`config.mk`:
```
export PLATFORM = sky130hd
export DESIGN_NAME = bscan_chain
export DESIGN_NICKNAME = d
export VERILOG_FILES = /design/src/rtl/bscan_chain.sv
export SDC_FILE = /design/constraint.sdc
export NUM_CORES = 1
export LEC_CHECK = 0
export BUFFER_PORTS_ARGS = -buffer_cell sky130_fd_sc_hd__buf_2
export CAP_MARGIN = 10
export CORE_MARGIN = 2
export CORE_UTILIZATION = 51
export DETAILED_ROUTE_END_ITERATION = 6
export GPL_TIMING_DRIVEN = 0
export HOLD_SLACK_MARGIN = 0.12
export PLACE_DENSITY_LB_ADDON = 0.1
export SYNTH_ARGS = -nofsm -noshare
export SYNTH_HDL_FRONTEND = slang
export SYNTH_SLANG_ARGS = --single-unit
export TNS_END_PERCENT = 20
```
`constraint.sdc`:
```
create_clock -name tck -period 1.1 [get_ports tck]
set_input_delay 0.11 -clock tck [delete_from_list [all_inputs] [get_ports tck]]
set_output_delay 0.11 -clock tck [all_outputs]
set_load 0.1 [all_outputs]
```
`src/rtl/bscan_chain.sv`:
```
module bscan_chain #(
  parameter int N_IOB = 4
) (
  input  logic             tck,
  input  logic             trst_n,
  input  logic             sel_chain,
  input  logic             extest,
  input  logic             capture_dr,
  input  logic             shift_dr,
  input  logic             update_dr,
  input  logic             tdi,
  output logic             tdo,
  input  logic             tdo_oe_in,
  input  logic             tdo_dat_in,
  input  logic [N_IOB-1:0] pad_in,
  input  logic [N_IOB-1:0] core_out,
  input  logic [N_IOB-1:0] core_oe,
  output logic [N_IOB-1:0] pad_out,
  output logic [N_IOB-1:0] pad_oe,
  output logic             upd_tdo_oe,
  output logic             upd_tdo_dat,
  output logic             upd_marker
);
  localparam int LEN  = 3*N_IOB + 3;
  localparam int MARK = LEN - 1;

  logic [LEN-1:0]   sr, cap;
  logic [N_IOB-1:0] lat_out, lat_oe;
  logic [1:0]       lat_tdo;
  logic             lat_mark;

  always_comb begin
    cap       = '0;
    cap[0]    = tdo_oe_in;
    cap[1]    = tdo_dat_in;
    for (int i = 0; i < N_IOB; i++) begin
      cap[2+3*i] = pad_in[i];
      cap[3+3*i] = pad_out[i];
      cap[4+3*i] = pad_oe[i];
    end
    cap[MARK] = 1'b0;
  end

  always_ff @(posedge tck or negedge trst_n) begin
    if (!trst_n)
      sr <= '0;
    else if (sel_chain && capture_dr)
      sr <= cap;
    else if (sel_chain && shift_dr)
      sr <= {tdi, sr[LEN-1:1]};
  end

  always_ff @(negedge tck or negedge trst_n) begin
    if (!trst_n) begin
      lat_out  <= '0;
      lat_oe   <= '0;
      lat_tdo  <= '0;
      lat_mark <= 1'b0;
    end else if (sel_chain && update_dr) begin
      for (int i = 0; i < N_IOB; i++) begin
        lat_out[i] <= sr[3+3*i];
        lat_oe[i]  <= sr[4+3*i];
      end
      lat_tdo  <= sr[1:0];
      lat_mark <= sr[MARK];
    end
  end

  generate
    for (genvar g = 0; g < N_IOB; g++) begin : g_pad
      assign pad_out[g] = extest ? lat_out[g] : core_out[g];
      assign pad_oe[g]  = extest ? lat_oe[g]  : core_oe[g];
    end
  endgenerate

  assign tdo         = sr[0];
  assign upd_tdo_oe  = lat_tdo[0];
  assign upd_tdo_dat = lat_tdo[1];
  assign upd_marker  = lat_mark;
endmodule


```
==> metrics.txt, run 1 <==
Synth Register Bits=26; final hold vios=0; Area growth, synth to finish=51.77%; Fin Clk Skew=0.02005 ns; unrepaired setup endpoints after global routing=yes; number of port buffers=31; die area=0.002913 mm²; Synth top area share=0.2947; switch share=0.3759; Pins Over Slew Limit=0; I/O Pins=34; Setup Viol. Count Final=30; share of layout cells above drive strength 1=0.5404; WS Path Type=flip-flop to output pin; Post-Syn Nets=126; TritonRoute pass-1 iters=4; Top delay family on crit path=flip-flops; Hold Path Class=input port to asynchronous set/reset pin; Flop pwr share=0.347; Buf/Inv on CP=1; Cell Area, Placed=0.001468 mm²; Clk pwr share=0.176; Mapped Area=0.001274 mm²; CP max stage delay=0.38 ns; die height=53.98 µm; initial antenna violation count=0; routed wire length per instance=17.69 µm; CP Launch Type=flip-flop; internal cell power=2.367 mW; Peak supply drop=1615 µV; initial core utilization=0.5286; synth unique cells=19; first-pass GRT wire length=4878 µm; P_leak=0.9121 nW; Via density=5.414; commonest non-fill, non-tap cell in the layout=buf_2; CP Data Arrival Time=1.71 ns; failing checks=negative setup slack; met2 routed WL=1738 µm; top cells by area, synth=dfrtp_1 29%, dfrtn_1 22%, mux2_4 21%, o22ai_1 5.9%, a21oi_1 5.5%; final instance area=0.001933 mm²; clk root buf=clkbuf_4; Met3 Routed Length=143 µm; Die W=53.98 µm; PnR worst setup slack=-0.7167 ns; commonest cells after routing, fill and taps aside=20 x buf_2, 18 x mux2_4, 14 x dfrtp_1, 13 x a21oi_1, 13 x nor2_1; crit-path max FO=2; Gate power share=0.477; post-synthesis instance total=104; WHS=0.08540 ns; synth warn=0; Tightest Pin Transition=0.7551 ns; Hold-fix buffers, CTS=8; cts bufs inserted=3; DRT Wirelength=3379 µm; Setup crit end kind=output pin; Max-Cap Viols=0; Worst-path clk slew=0.10 ns; wl on met1=1432 µm; data required time of the critical path=0.99 ns; Avg Cell Area, Syn=12.25 µm²; pre-CTS setup slack=-0.5442 ns; CTS H-tree lvls=1; grt ovf=0; nets=184; Slowest cell on crit path=dfrtn_1; cell taking the most area after synthesis=dfrtp_1; number of global-route vias before repair=997; max layer used=met4; Residual DRC=0; worst-path cell chain=mux2_4 -> buf_12; Longest Clk Path Bufs=2; largest net degree at the start of global routing=16; diode count=0; Psw=1.426 mW; Seq/Total Area, Yosys=0.5108; ANT nets after route=0; Rows=18; Rel. slew slack=0.4966; DP HPWL=1765 µm; Detailed Route Iter0 Violations=13; PwrDens=1962 mW/mm²; via count=1034; Total GRT Usage=0.2441; run status=finished, violations left; TritonCTS clock tree=built; Clock Latency Late Sink=0.33 ns; CTS Sinks=26; Placer Congestion=0.7429; Placeable Area=0.002410 mm²
[cell families (layout without fill, tap and decap cells)]
kind of cell / Yosys count / after routing / synth area share
buffers and inverters: 8 / 65 / 0.04812
multiplexers: 19 / 19 / 0.2210
flip-flops: 26 / 26 / 0.5108
AND/OR/NAND/NOR: 19 / 19 / 0.06189
AO/OA/AOI/OAI: 32 / 32 / 0.1582
[cell usage after synthesis]
| cell type | n |
|---|---|
| o22ai_2 | 3 |
| o21ai_0 | 1 |
| mux2_2 | 1 |
| nand2_2 | 1 |
| dfrtn_1 | 11 |
| mux2_4 | 18 |
| buf_2 | 1 |
| buf_4 | 2 |
| nor2_1 | 13 |
| buf_6 | 3 |
| o21a_2 | 1 |
| nand2_1 | 4 |
| nand2b_2 | 1 |
| inv_2 | 1 |
| dfrtp_1 | 15 |
| o22ai_1 | 12 |
| o21ai_1 | 1 |
| a21oi_1 | 14 |
| clkbuf_1 | 1 |
[per-stage QoR]
step           power, mW  setup TNS (ns)  utilization  std cells
3_3_place_gp       2.533          -13.16       0.6090        165
6_report           3.793          -14.91       0.8022        191
2_1_floorplan      2.348          -12.57            -        104
5_1_grt            3.942          -15.91       0.8022        191
4_1_cts            3.617          -14.32       0.7622        184
3_5_place_dp       2.561          -13.49       0.6090        165
[power by group through the flow]
stage / combinational (mW) / clock, mW / sequential [mW]
after floorplan: 0.875 / 0 / 1.47
after global placement: 1.24 / 0 / 1.29
after detailed placement: 1.26 / 0 / 1.30
after CTS: 1.65 / 0.661 / 1.30
after global routing: 1.89 / 0.718 / 1.34
final: 1.81 / 0.667 / 1.31
[metal layers]
layer	vias to the layer above	global-route usage
met3	6	0.05833
li1	492	-
met4	0	0.07083
met1	505	0.3089
met5	-	0
met2	31	0.4146
[worst paths after layout]
| path | to | cells after the start | start | slack, ns |
|---|---|---|---|---|
| max | pad_out[2] | 2 | lat_out[2] | -0.72 |
| min | lat_tdo[0] | 1 | trst_n | 0.09 |
| max reg2reg | sr[4] | 5 | lat_oe[0] | -0.64 |
| min reg2reg | lat_oe[1] | 1 | lat_oe[1] | 0.47 |
| max in group asynchronous | sr[0] | 2 | trst_n | 0.35 |
| min in group tck | sr[2] | 3 | pad_in[0] | 0.13 |
[repair_timing]
| item | 4_1_cts | 5_1_grt |
|---|---|---|
| pin swaps | 6 | 1 |
| setup buffers | 7 | 7 |
| endpoints found under the hold margin | 21 | 11 |
| gates resized for setup | 48 | 11 |
| setup endpoints to repair | 31 | 47 |
[layout make-up]
cell class | count | area, µm²
buffer | 7 | 57.56
fill | 138 | 476.7
sequential | 26 | 651.9
timing repair buffer | 53 | 539.3
clock buffer | 3 | 22.52
inverter | 1 | 3.754
multi-input combinational | 70 | 590.6
clock inverter | 1 | 30.03
tap | 30 | 37.54
[flip-flops by register name, summed over array words and instances, names as in the netlist]
name / flops
lat_out: 4
sr: 15
upd_marker: 1
lat_oe: 4
lat_tdo: 2
Note: power is estimated with default switching activity, not from simulation.
==> run 2, diff against run 1 <==
CELL_PAD_IN_SITES_DETAIL_PLACEMENT = 0   (was not set)
CELL_PAD_IN_SITES_GLOBAL_PLACEMENT = 1   (was not set)
CORE_UTILIZATION = 40   (was 51)
==> run 2 against run 1 <==
The flow still finishes with violations (negative setup slack). Critical path depth stayed put. Non-clock buffer count is 1 higher. Global-route usage is 7.1 points lower. Count of clock-buffer cells in the layout stayed put. Core utilization is 16 points lower. Sequential power hardly changed. Cell count is 7.9% higher. Largest cell class unchanged. Highest routed layer unchanged.
==> metrics.txt, run 2 (synthesized netlist as in run 1, its figures left out) <==
final hold vios=0 (unchanged); Pins Over Slew Limit=0 (unchanged); Largest Register=sr; Buf/Inv on CP=1 (unchanged); run status=finished, violations left; Rel. slew slack=0.5048 (+0.008188); Top delay family on crit path=flip-flops; cts bufs inserted=3 (unchanged); die height=60.43 µm (+12%); unrepaired setup endpoints after global routing=yes; nets=185 (+0.54%); switch share=0.3756 (about the same); PnR worst setup slack=-0.7143 ns (+0.002376 ns); diode count=0 (unchanged); ANT nets after route=0 (unchanged); grt ovf=0 (unchanged); pre-CTS setup slack=-0.5370 ns (+0.007286 ns); data required time of the critical path=0.99 ns (about the same); CP Launch Type=flip-flop; clk root buf=clkbuf_4; CP max stage delay=0.38 ns (about the same); Overall Power=3.760 mW (-0.86%); Flop pwr share=0.347 (about the same); TritonCTS clock tree=built; Tightest Pin Transition=0.7429 ns (-0.01228 ns); number of port buffers=31 (unchanged); PwrDens=1911 mW/mm² (-2.6%); worst-path cell chain=mux2_4 -> buf_12; Clock Latency Late Sink=0.33 ns (about the same); Die W=60.43 µm (+12%); Rows=20 (+2); share of layout cells above drive strength 1=0.5494 (+0.009010); largest net degree at the start of global routing=16 (unchanged); Area growth, synth to finish=54.52%; number of global-route vias before repair=999 (+0.20%); Fin Clk Skew=0.01792 ns (-0.002134 ns); I/O Pins=34 (unchanged); Total GRT Usage=0.1733 (-0.07084); post-layout util=0.6447 (-0.1575); Peak supply drop=870.5 µV (-46%); Via density=4.990 (-7.8%); Placeable Area=0.003053 mm² (+27%); initial core utilization=0.4172 (-0.1113); crit-path max FO=2 (unchanged); Worst-path clk slew=0.11 ns (about the same); initial antenna violation count=0 (unchanged); P_leak=0.9051 nW (-0.77%); internal cell power=2.348 mW (-0.81%); CTS Sinks=26 (unchanged); DP HPWL=1812 µm (+2.7%); TritonRoute pass-1 iters=4 (unchanged); Max-Cap Viols=0 (unchanged); Placer Congestion=0.7275 (-2.1%); CP Data Arrival Time=1.70 ns (about the same); commonest cells after routing, fill and taps aside=20 x buf_2, 18 x mux2_4, 14 x dfrtp_1, 13 x buf_4, 13 x nor2_1; DRT Wirelength=3042 µm (-10%); Residual DRC=0 (unchanged); die area=0.003652 mm² (+25%); Slowest cell on crit path=dfrtn_1; Hold Path Class=input port to asynchronous set/reset pin; Psw=1.412 mW (-0.95%); Hold-fix buffers, CTS=10 (+2); via count=1028 (-0.58%); Longest Clk Path Bufs=2 (unchanged); Detailed Route Iter0 Violations=11 (-2); Setup crit end kind=output pin; WS Path Type=flip-flop to output pin; top flop regs=sr (15), lat_oe (4), lat_out (4); max reg flops=15 (unchanged); commonest non-fill, non-tap cell in the layout=buf_2; first-pass GRT wire length=4616 µm (-5.4%); Clk pwr share=0.180 (+0.004); failing checks=negative setup slack; CTS H-tree lvls=1 (unchanged); Gate power share=0.473 (-0.004); routed wire length per instance=14.77 µm (-17%); Setup Viol. Count Final=30 (unchanged)
## run 2: per-layer routing
| metal | track usage | wire length, µm |
|---|---|---|
| met5 | 0 | 0 |
| met4 | 0.06522 | 15 |
| met3 | 0.01919 | 130 |
| met2 | 0.2717 | 1454 |
| met1 | 0.2486 | 1441 |
## run 2: worst reg2reg max path, stage by stage, from the launching register on
cell and delay (ns):
dfrtn_1 0.37, mux2_4 0.28, buf_4 0.14, buf_6 0.10
o22ai_2 0.12, a21oi_1 0.08
## run 2: path summary, 6_finish.rpt
path | slack, ns | from | cells after the start | to
setup reg to reg | -0.64 | lat_oe[2] | 5 | sr[10]
min in group tck | 0.13 | shift_dr | 4 | sr[14]
hold reg to reg | 0.46 | lat_out[0] | 1 | lat_out[0]
setup / recovery | -0.71 | lat_out[3] | 2 | pad_out[3]
max in group asynchronous | 0.33 | trst_n | 2 | sr[0]
hold / removal | 0.09 | trst_n | 1 | lat_out[3]
## run 2: per-stage QoR
stage | std cells | instance area [µm²] | hold WS (ns) | TNS [ns]
6_report | 206 | 1968 | 0.09375 | -14.99
5_1_grt | 206 | 1968 | 0.09636 | -15.74
4_1_cts | 201 | 1866 | 0.09736 | -14.99
3_5_place_dp | 179 | 1485 | 0.1438 | -13.55
3_3_place_gp | 179 | 1485 | 0.1536 | -13.34
2_1_floorplan | 104 | 1275 | -0.1856 | -12.57
## run 2: what timing repair did
| action | in CTS | in global routing |
|---|---|---|
| pin swaps | 6 | 1 |
| gates resized for setup | 45 | 14 |
| setup endpoints to repair | 31 | 46 |
| endpoints found under the hold margin | 23 | 11 |
| setup buffers | 8 | 5 |
## run 2: cell type report
class / instances / area, µm²
Sequential cell: 26 / 651.9
Clock inverter: 1 / 30.03
Timing Repair Buffer: 54 / 538.0
Inverter: 1 / 3.754
Multi-Input combinational cell: 70 / 609.3
Tap cell: 44 / 55.05
Fill cell: 255 / 1085
Clock buffer: 3 / 22.52
Buffer: 7 / 57.56
## run 2: power by group through the flow
stage | logic [mW] | registers (mW) | clock network, mW
floorplan | 0.875 | 1.47 | 0
global placement | 1.25 | 1.29 | 0
detailed placement | 1.26 | 1.30 | 0
CTS | 1.65 | 1.30 | 0.680
global route | 1.85 | 1.32 | 0.718
finish | 1.78 | 1.31 | 0.676
==> run 3, diff against run 2 <==
CORE_UTILIZATION = 25   (was 40)
==> run 3 against run 2 <==
The run ends with negative hold slack, negative setup slack left. Sequential power about the same. Global-route usage down 5.2 points. Cell count up 6.3%.
==> metrics.txt, run 3 (synthesized netlist as in run 1, its figures left out) <==
Placeable Area=0.004817 mm² (+58%); Pins Over Slew Limit=0 (unchanged); Cell Area, Placed=0.001514 mm² (+1.9%); WS Path Type=flip-flop to output pin; commonest non-fill, non-tap cell in the layout=buf_2; grt ovf=0 (unchanged); die height=75.38 µm (+25%); CP Data Arrival Time=1.64 ns (-0.06 ns); switch share=0.3826 (+0.006995); Worst-path clk slew=0.10 ns (about the same); ANT nets after route=0 (unchanged); Clock Latency Late Sink=0.27 ns (-0.06 ns); final instance area=0.001872 mm² (-4.9%); Area growth, synth to finish=46.96%; PwrDens=1929 mW/mm² (+0.97%); PnR worst setup slack=-0.6506 ns (+0.06375 ns); die area=0.005682 mm² (+56%); internal cell power=2.229 mW (-5.0%); reg-to-reg slack, setup=-0.56 ns (+0.08 ns); CP Launch Type=flip-flop; Psw=1.382 mW (-2.2%); Setup crit end kind=output pin; diode count=0 (unchanged); met2 GRT Util=0.1952 (-0.07657); area occupied by multi-input gates=586.8 µm² (-3.7%); Flop pwr share=0.360 (+0.013); Fillers=514 (+100%); Hold Path Class=input port to asynchronous set/reset pin; Longest Clk Path Bufs=2 (unchanged); Largest Register=sr; TritonCTS clock tree=built; Detailed Route Iter0 Violations=37 (+26); I/O Pins=34 (unchanged); Residual DRC=0 (unchanged); failing checks=negative hold slack, negative setup slack; Fin Clk Skew=0.01085 ns (-0.007070 ns); initial antenna violation count=0 (unchanged); TritonRoute pass-1 iters=4 (unchanged); Setup Viol. Count Final=30 (unchanged); Rel. slew slack=0.5839 (+0.07912); number of port buffers=31 (unchanged); worst r2r path cells=4 (-1); GR Util met3=0.02646 (+0.007265); final hold vios=15 (+15); nets=175 (-5.4%); post-layout util=0.3886 (-0.2561); met1 Use GR=0.1621 (-0.08651); initial core utilization=0.2644 (-0.1528); Clk pwr share=0.174 (-0.006); via count=980 (-4.7%); crit-path max FO=2 (unchanged); CTS Sinks=26 (unchanged); first-pass GRT wire length=5154 µm (+12%); Total GRT Usage=0.1213 (-0.05196); run status=finished, violations left; Via density=4.475 (-10%); Sequential cell area=651.9 µm² (unchanged); cts bufs inserted=3 (unchanged); commonest cells after routing, fill and taps aside=20 x buf_2, 18 x mux2_4, 14 x a21oi_1, 14 x dfrtp_1, 13 x nor2_1; data required time of the critical path=0.99 ns (about the same); Die W=75.38 µm (+25%); max reg flops=15 (unchanged); gr busiest metal=met2; share of layout cells above drive strength 1=0.5395 (-0.009909); Hold-fix buffers, CTS=3 (-7); Rows=25 (+25%); routed wire length per instance=14.05 µm (-4.9%); Max-Cap Viols=0 (unchanged); Tightest Pin Transition=0.6242 ns (-0.1187 ns); clk root buf=clkbuf_8; Peak supply drop=685.2 µV (-21%); Placer Congestion=0.6912 (-5.0%); P_leak=0.8467 nW (-6.4%); DRT Wirelength=3076 µm (+1.1%); Fin Setup TNS=-13.75 ns (+1.234 ns); WHS=-0.1526 ns (-0.2464 ns); number of global-route vias before repair=1052 (+5.3%); largest net degree at the start of global routing=27 (+11); CTS H-tree lvls=1 (unchanged); top flop regs=sr (15), lat_oe (4), lat_out (4); Gate power share=0.466 (-0.007); unrepaired setup endpoints after global routing=yes; DP HPWL=2049 µm (+13%)
[run 3: per-layer routing]
layer / wire, µm / vias up
li1: - / 470
met1: 1400 / 482
met2: 1502 / 26
met3: 147 / 2
met4: 25 / 0
met5: 0 / -
[run 3: metrics by stage]
step           power [mW]  worst slack (ns)  instances
4_1_cts             3.620           -0.6610        217
5_1_grt             3.783           -0.6881        219
6_report            3.611           -0.6506        219
3_3_place_gp        2.558           -0.5285        202
3_5_place_dp        2.567           -0.5456        202
2_1_floorplan       2.348           -0.5597        104
[run 3: final timing paths]
| check | from | to |
|---|---|---|
| hold reg to reg | lat_out[0] | lat_out[0] |
| setup reg to reg | lat_oe[1] | sr[7] |
| max in group asynchronous | trst_n | lat_oe[0] |
| hold / removal | trst_n | sr[13] |
| min in group tck | shift_dr | sr[14] |
| setup / recovery | lat_oe[0] | pad_oe[0] |
[run 3: worst max-delay path, cell delays in order (launching register included)]
cell and delay [ns]:
dfrtn_1 0.35, mux2_4 0.29, buf_12 0.17
[run 3: final cells by class]
| class | instances | share of cell area |
|---|---|---|
| Timing Repair Buffer | 44 | 0.2313 |
| Tap cell | 67 | 0.04479 |
| Multi-Input combinational cell | 70 | 0.3135 |
| Buffer | 7 | 0.03075 |
| Clock buffer | 4 | 0.02941 |
| Inverter | 1 | 0.002005 |
| Sequential cell | 26 | 0.3483 |
[run 3: repair_timing]
action,CTS,global route
buffers inserted,8,2
pin swaps,7,0
resized for setup,50,1
gates cloned,0,0
endpoints found under the setup margin,31,31
endpoints found under the hold margin,20,15
[run 3: power by group through the flow]
stage	combinational [mW]	sequential, mW	clock (mW)
after floorplan	0.875	1.47	0
after global placement	1.26	1.30	0
after detailed placement	1.27	1.30	0
after CTS	1.66	1.30	0.656
after global routing	1.77	1.33	0.689
final	1.68	1.30	0.630
